===== src/rtl/uft_pkg.sv =====
package uft_pkg;

    typedef enum logic [2:0] {
        ST_IDLE,
        ST_START,
        ST_DATA,
        ST_STOP,
        ST_PRE
    } uft_state_e;

    // stop-interval code to a number of half-bit steps
    function automatic logic [2:0] stop_halves(input logic [1:0] code);
        logic [2:0] h;
        case (code)
            2'b00:   h = 3'd2;
            2'b01:   h = 3'd1;
            2'b10:   h = 3'd4;
            default: h = 3'd3;
        endcase
        return h;
    endfunction

endpackage


===== src/rtl/uft_halfbit_gen.sv =====
module uft_halfbit_gen #(
    parameter int DIV_W  = 16,
    parameter int FRAC_W = 4
) (
    input  logic             clk,
    input  logic             rst_n,
    input  logic             run,
    input  logic             load,
    input  logic [DIV_W-1:0] div,
    output logic             tick
);
    localparam int ACC_W = DIV_W + 1;
    localparam int STEP  = 1 << (FRAC_W + 1);

    logic [ACC_W-1:0] acc_q;
    logic [ACC_W-1:0] sum;
    logic [ACC_W-1:0] div_ext;

    assign div_ext = {1'b0, div};
    assign sum     = acc_q + ACC_W'(STEP);
    assign tick    = run && (sum >= div_ext);

    always_ff @(posedge clk or negedge rst_n) begin
        if (!rst_n)            acc_q <= '0;
        else if (!run || load) acc_q <= '0;
        else if (tick)         acc_q <= sum - div_ext;
        else                   acc_q <= sum;
    end
endmodule


===== src/rtl/uft_hold_buf.sv =====
module uft_hold_buf #(
    parameter int MAX_W = 9
) (
    input  logic             clk,
    input  logic             rst_n,
    input  logic             wr_en,
    input  logic [MAX_W-1:0] wr_data,
    input  logic             take,
    output logic             valid,
    output logic             accept,
    output logic [MAX_W-1:0] data
);
    logic             valid_q;
    logic [MAX_W-1:0] data_q;

    assign accept = wr_en && !valid_q;
    assign valid  = valid_q;
    assign data   = data_q;

    always_ff @(posedge clk or negedge rst_n) begin
        if (!rst_n) begin
            valid_q <= 1'b0;
            data_q  <= '0;
        end else if (accept) begin
            valid_q <= 1'b1;
            data_q  <= wr_data;
        end else if (take) begin
            valid_q <= 1'b0;
        end
    end
endmodule


===== src/rtl/uart_frac_tx.sv =====
module uart_frac_tx
    import uft_pkg::*;
#(
    parameter int INT_W  = 12,
    parameter int FRAC_W = 4,
    parameter int MAX_W  = 9
) (
    input  logic                    clk,
    input  logic                    rst_n,
    input  logic [INT_W+FRAC_W-1:0] cfg_div,
    input  logic                    cfg_nine,
    input  logic [1:0]              cfg_stop,
    input  logic                    wr_en,
    input  logic [MAX_W-1:0]        wr_data,
    input  logic                    idle_req,
    input  logic                    cts_n,
    output logic                    txd,
    output logic                    tx_empty,
    output logic                    tx_done
);
    localparam int DIV_W      = INT_W + FRAC_W;
    localparam int MAX_HALVES = 2 * (MAX_W + 1) + 4;
    localparam int CNT_W      = $clog2(MAX_HALVES + 1);

    uft_state_e       state_q, state_d, pick;
    logic [CNT_W-1:0] cnt_q, cnt_d;
    logic [CNT_W-1:0] nbits_h, stop_h, frame_h;
    logic [MAX_W-1:0] shift_q, hold_data;
    logic             hold_valid, accept, take;
    logic             half_tick, run, frame_go, frame_end;
    logic             pre_pend_q, done_q;

    assign run     = (state_q != ST_IDLE);
    assign nbits_h = cfg_nine ? CNT_W'(2 * MAX_W) : CNT_W'(2 * MAX_W - 2);
    assign stop_h  = CNT_W'(stop_halves(cfg_stop));
    assign frame_h = CNT_W'(2) + nbits_h + stop_h;

    uft_halfbit_gen #(.DIV_W(DIV_W), .FRAC_W(FRAC_W)) u_tick (
        .clk  (clk),
        .rst_n(rst_n),
        .run  (run),
        .load (frame_go),
        .div  (cfg_div),
        .tick (half_tick)
    );

    uft_hold_buf #(.MAX_W(MAX_W)) u_hold (
        .clk    (clk),
        .rst_n  (rst_n),
        .wr_en  (wr_en),
        .wr_data(wr_data),
        .take   (take),
        .valid  (hold_valid),
        .accept (accept),
        .data   (hold_data)
    );

    // next-state logic
    always_comb begin
        state_d   = state_q;
        cnt_d     = cnt_q;
        frame_go  = 1'b0;
        frame_end = 1'b0;
        if (!cts_n && pre_pend_q)      pick = ST_PRE;
        else if (!cts_n && hold_valid) pick = ST_START;
        else                           pick = ST_IDLE;

        unique case (state_q)
            ST_IDLE: begin
                if (pick != ST_IDLE) begin
                    state_d  = pick;
                    cnt_d    = '0;
                    frame_go = 1'b1;
                end
            end
            ST_START: begin
                if (half_tick) begin
                    if (cnt_q == CNT_W'(1)) begin
                        state_d = ST_DATA;
                        cnt_d   = '0;
                    end else begin
                        cnt_d = cnt_q + 1'b1;
                    end
                end
            end
            ST_DATA: begin
                if (half_tick) begin
                    if (cnt_q == nbits_h - 1'b1) begin
                        state_d = ST_STOP;
                        cnt_d   = '0;
                    end else begin
                        cnt_d = cnt_q + 1'b1;
                    end
                end
            end
            ST_STOP: begin
                if (half_tick) begin
                    if (cnt_q == stop_h - 1'b1) frame_end = 1'b1;
                    else                        cnt_d = cnt_q + 1'b1;
                end
            end
            ST_PRE: begin
                if (half_tick) begin
                    if (cnt_q == frame_h - 1'b1) frame_end = 1'b1;
                    else                         cnt_d = cnt_q + 1'b1;
                end
            end
            default: state_d = ST_IDLE;
        endcase

        if (frame_end) begin
            state_d  = pick;
            cnt_d    = '0;
            frame_go = (pick != ST_IDLE);
        end
        take = frame_go && (pick == ST_START);
    end

    // state register
    always_ff @(posedge clk or negedge rst_n) begin
        if (!rst_n) begin
            state_q <= ST_IDLE;
            cnt_q   <= '0;
        end else begin
            state_q <= state_d;
            cnt_q   <= cnt_d;
        end
    end

    always_ff @(posedge clk or negedge rst_n) begin
        if (!rst_n) begin
            shift_q    <= '0;
            pre_pend_q <= 1'b0;
            done_q     <= 1'b1;
        end else begin
            if (take)
                shift_q <= hold_data;
            else if (state_q == ST_DATA && half_tick && cnt_q[0])
                shift_q <= shift_q >> 1;

            if (idle_req)                            pre_pend_q <= 1'b1;
            else if (frame_go && pick == ST_PRE)     pre_pend_q <= 1'b0;

            if (accept)                                      done_q <= 1'b0;
            else if (frame_end && !frame_go && !hold_valid)  done_q <= 1'b1;
        end
    end

    // outputs
    always_comb begin
        unique case (state_q)
            ST_START: txd = 1'b0;
            ST_DATA:  txd = shift_q[0];
            default:  txd = 1'b1;
        endcase
        tx_empty = !hold_valid;
        tx_done  = done_q;
    end
endmodule


===== config.mk =====
export PLATFORM = sky130hd
export DESIGN_NAME = uart_frac_tx
export DESIGN_NICKNAME = d
export VERILOG_FILES = /design/src/rtl/uft_pkg.sv /design/src/rtl/uft_halfbit_gen.sv /design/src/rtl/uft_hold_buf.sv /design/src/rtl/uart_frac_tx.sv
export SDC_FILE = /design/constraint.sdc
export NUM_CORES = 1
export LEC_CHECK = 0
export ABC_CLOCK_PERIOD_IN_PS = 2900
export BUFFER_PORTS_ARGS = -buffer_cell sky130_fd_sc_hd__buf_2
export CAP_MARGIN = 0
export CORE_ASPECT_RATIO = 1.75
export CORE_MARGIN = 10
export CORE_UTILIZATION = 45
export DETAILED_ROUTE_END_ITERATION = 10
export GPL_TIMING_DRIVEN = 0
export PLACE_DENSITY = 0.66
export SETUP_SLACK_MARGIN = 0.4
export SLEW_MARGIN = 20
export SYNTH_ARGS = -nofsm -noshare
export SYNTH_HDL_FRONTEND = slang
export SYNTH_SLANG_ARGS = --single-unit

===== constraint.sdc =====
create_clock -name clk -period 2.9 [get_ports clk]
set_input_delay 0.145 -clock clk [delete_from_list [all_inputs] [get_ports clk]]
set_output_delay 0.145 -clock clk [all_outputs]
set_load 0.05 [all_outputs]

==> flow_summary.json <==
{
  "status": "complete, but fails checks",
  "violations": "setup timing",
  "arrival_ns": 3.30,
  "grt_use_met3": 0.02976,
  "use_met1": 0.1566,
  "clock.fmax_mhz": 321.2,
  "ys_seq_elements": 46,
  "antenna_cells": 0,
  "worstPathRequired_ns": 3.09,
  "ys_seq_area_frac": 0.3278,
  "detailedPlace.worstSlack_ns": -0.4502,
  "start_util": 0.4646,
  "cp-end-kind": "register",
  "cts_buffer_depth": 2,
  "cts_sinks": 46,
  "yosys_most_used_dff": "dfrtp_1",
  "num_rows": 42,
  "cpMaxStageDelayCell": "dfrtp_2",
  "cp_num_buf_inv": 1,
  "drc_errors": 0,
  "post-route-period-util": 1.074,
  "cts_made_buffers": 5,
  "port-buffer-count": 35,
  "antenna_found_initial": 0,
  "antenna_left": 0,
  "vias": 3238,
  "drv_slew": 0,
  "clk_pin_slew_ns": 0.07,
  "cp_top_family": "simple AND/OR/NAND/NOR gates",
  "drive_gt1_frac": 0.3912,
  "max_slew_margin": 0.4089,
  "max_stage_delay_ns": 0.45,
  "hold_slack_ns": 0.03199,
  "synthXorXnorAreaFrac": 0.06192,
  "core_mm2": 0.007567,
  "worstSkewPairLatency_ns": 0.30,
  "drt_iter0_markers": 111,
  "multi_input_area_mm2": 0.002510,
  "hold_violations": 0,
  "synth-simple-area-share": 0.1804,
  "synth_cell_types": 72,
  "firstDrtPassIters": 4,
  "synth_mux_area_frac": 0.07331,
  "cp_cell_sequence": "nand3_4, nor2_4, nand4_1, xnor2_2, ha_1, nand4_1, nor2_2, o21ai_4, a211oi_4, buf_6, mux2_4, mux2_4",
  "die_h_um": 136.9,
  "syn_to_final_growth_pct": 36.51,
  "synth_edf_count": 0,
  "syn_inst": 384,
  "cap_violations": 0,
  "grt_pass1_vias": 3253,
  "tritoncts": "built",
  "timing.rr.start": "u_tick.acc_q[7]",
  "dp.cells": 507,
  "grtUsageMet2": 0.3062,
  "grt_max_degree": 47,
  "min_period_ns": 3.113,
  "post_drt_wl_per_cell_um": 17.36,
  "netlist_area_mm2": 0.003516,
  "synthesis.nets": 442,
  "crit_start": "u_tick.acc_q[7]",
  "seq_area_mm2": 0.001159,
  "synth-compound-area-share": 0.2107,
  "drt-total-wl_um": 9826,
  "tightest_slew_ns": 0.8834,
  "cts-root-buf": "clkbuf_16",
  "ir_worst_vdd_mv": 0.6230,
  "fin_ws_ns": -0.2132,
  "die_width_um": 86.82,
  "synth-adder-area-share": 0.09110,
  "async_flop_share": 1.000,
  "grt-ovfl-total": 0,
  "track_usage": 0.1571,
  "worst-path-max-fanout": 7,
  "start_kind": "register",
  "yosysWarningCount": 0,
  "gp_congestion": 0.8670,
  "syn_area_per_cell_um2": 9.156,
  "grt_pass1_wl_um": 15150,
  "hold_class": "input port to register",
  "die_area_mm2": 0.01189,
  "path_class": "register to register",
  "n_fill_cell": 658,
  "min_from": "idle_req",
  "dp_hpwl_um": 6490,
  "vias_per_cell": 5.721,
  "synth_top_family_by_area": "compound AO/OA/AOI/OAI gates",
  "setup_viol": 19,
  "io_pins": 36,
  "instances_no_fill": 566,
  "power_density_mw_per_mm2": 968.4,
  "skew_ns": 0.01240,
  "busiest_layer": "met2",
  "final_nets": 535,
  "htreeDepth": 2,
  "p_leak_uw": 0.002245,
  "rsz0062_at_grt": "true"
}
final timing paths:
path,endpoint,slack (ns),cells after the start
setup / recovery,shift_q[7],-0.21,12
max in group asynchronous,u_tick.acc_q[9],2.08,2
hold / removal,pre_pend_q,0.03,2
min in group asynchronous,u_tick.acc_q[5],0.39,2
hold reg to reg,shift_q[5],0.50,1
setup reg to reg,shift_q[7],-0.21,12
layout make-up:
class                      instances  area share
buffer                            11     0.01590
clock buffer                       5     0.02607
clock inverter                     3    0.005474
inverter                          37     0.02894
multi-input combinational        290      0.5229
sequential                        46      0.2414
tap                               88     0.02294
timing repair buffer              86      0.1363
kinds of logic (layout without fill, tap and decap cells):
logic type,Yosys count,count (layout)
xor+xnor,24,24
compound gates,102,102
fa+ha+maj,25,25
mux,23,23
buf+inv,48,142
simple gates,116,116
flops,46,46
stage by stage:
| stage | TNS, ns | area, um^2 | power [uW] | util |
|---|---|---|---|---|
| final | -2.233 | 4800 | 4648 | 0.6343 |
| after detailed placement | -8.116 | 3966 | 3380 | 0.5241 |
| after CTS | -2.237 | 4511 | 4400 | 0.5961 |
| after global placement | -6.533 | 3966 | 3330 | 0.5241 |
| after floorplan | -0.01447 | 3681 | 2890 | - |
| after global routing | -6.948 | 4800 | 4965 | 0.6343 |
Yosys cell counts (all sizes together), types with 3 or more instances:
library cell | count | area share
a211oi | 3 | 0.010
a21boi | 3 | 0.0075
a21o | 4 | 0.0085
a21oi | 27 | 0.038
a22oi | 10 | 0.025
a31oi | 4 | 0.0071
buf | 6 | 0.010
clkbuf | 5 | 0.0053
dfrtp | 45 | 0.32
ha | 24 | 0.085
inv | 37 | 0.040
mux2 | 22 | 0.070
nand2 | 20 | 0.021
nand2b | 3 | 0.0053
nand3 | 18 | 0.027
nand3b | 4 | 0.0085
nand4 | 9 | 0.018
nor2 | 29 | 0.031
nor2b | 10 | 0.018
nor3 | 5 | 0.010
o211ai | 7 | 0.015
o21a | 3 | 0.0064
o21ai | 17 | 0.028
o21bai | 4 | 0.0096
or2 | 4 | 0.0071
or3 | 3 | 0.0057
xnor2 | 13 | 0.032
xor2 | 11 | 0.030
state kept, by name (all words and copies together) (netlist names):
register / flops
state_q: 3
tx_done: 1
shift_q: 9
u_hold.valid: 1
u_hold.data: 9
pre_pend_q: 1
cnt_q: 5
u_tick.acc_q: 17
timing repair:
action                                  in CTS  in global routing
endpoints found under the setup margin      37                 37
gates cloned                                 2                  0
setup buffers                               29                 19
hold buffers                                 0                  1
gates resized for setup                     21                 27
hold endpoints to repair                     0                 45
pin swaps                                   24                 18
per-layer routing:
layer  share of wire  routed length [um]
met1            0.38                3695
met2            0.57                5591
met3           0.037                 364
met4           0.018                 174
met5               0                   0
report_power, final:
group | switching, uW | internal [uW] | total [uW]
clock | 285 | 330 | 614
sequential | 223 | 909 | 1130
combinational | 1490 | 1410 | 2900
placed cells by master, fill, tap and decap left out, drive strengths merged, types with 5 or more instances in the layout:
| cell | count |
|---|---|
| nand2 | 20 |
| ha | 24 |
| xnor2 | 13 |
| o21ai | 17 |
| nor3 | 5 |
| nor2 | 29 |
| a22oi | 10 |
| inv | 40 |
| mux2 | 22 |
| xor2 | 11 |
| nand4 | 9 |
| nand3 | 18 |
| dfrtp | 45 |
| clkbuf | 11 |
| o211ai | 7 |
| a21oi | 27 |
| nor2b | 10 |
| buf | 90 |
worst register-to-register path: stages, from the launching register on:
cell and delay, ns:
dfrtp_2 0.45, nand3_4 0.11, nor2_4 0.11, nand4_1 0.14, xnor2_2 0.18, ha_1 0.32, nand4_1 0.26, nor2_2 0.25
o21ai_4 0.15, a211oi_4 0.30, buf_6 0.18, mux2_4 0.31, mux2_4 0.26
No activity file was read; power rests on OpenSTA's default activity.
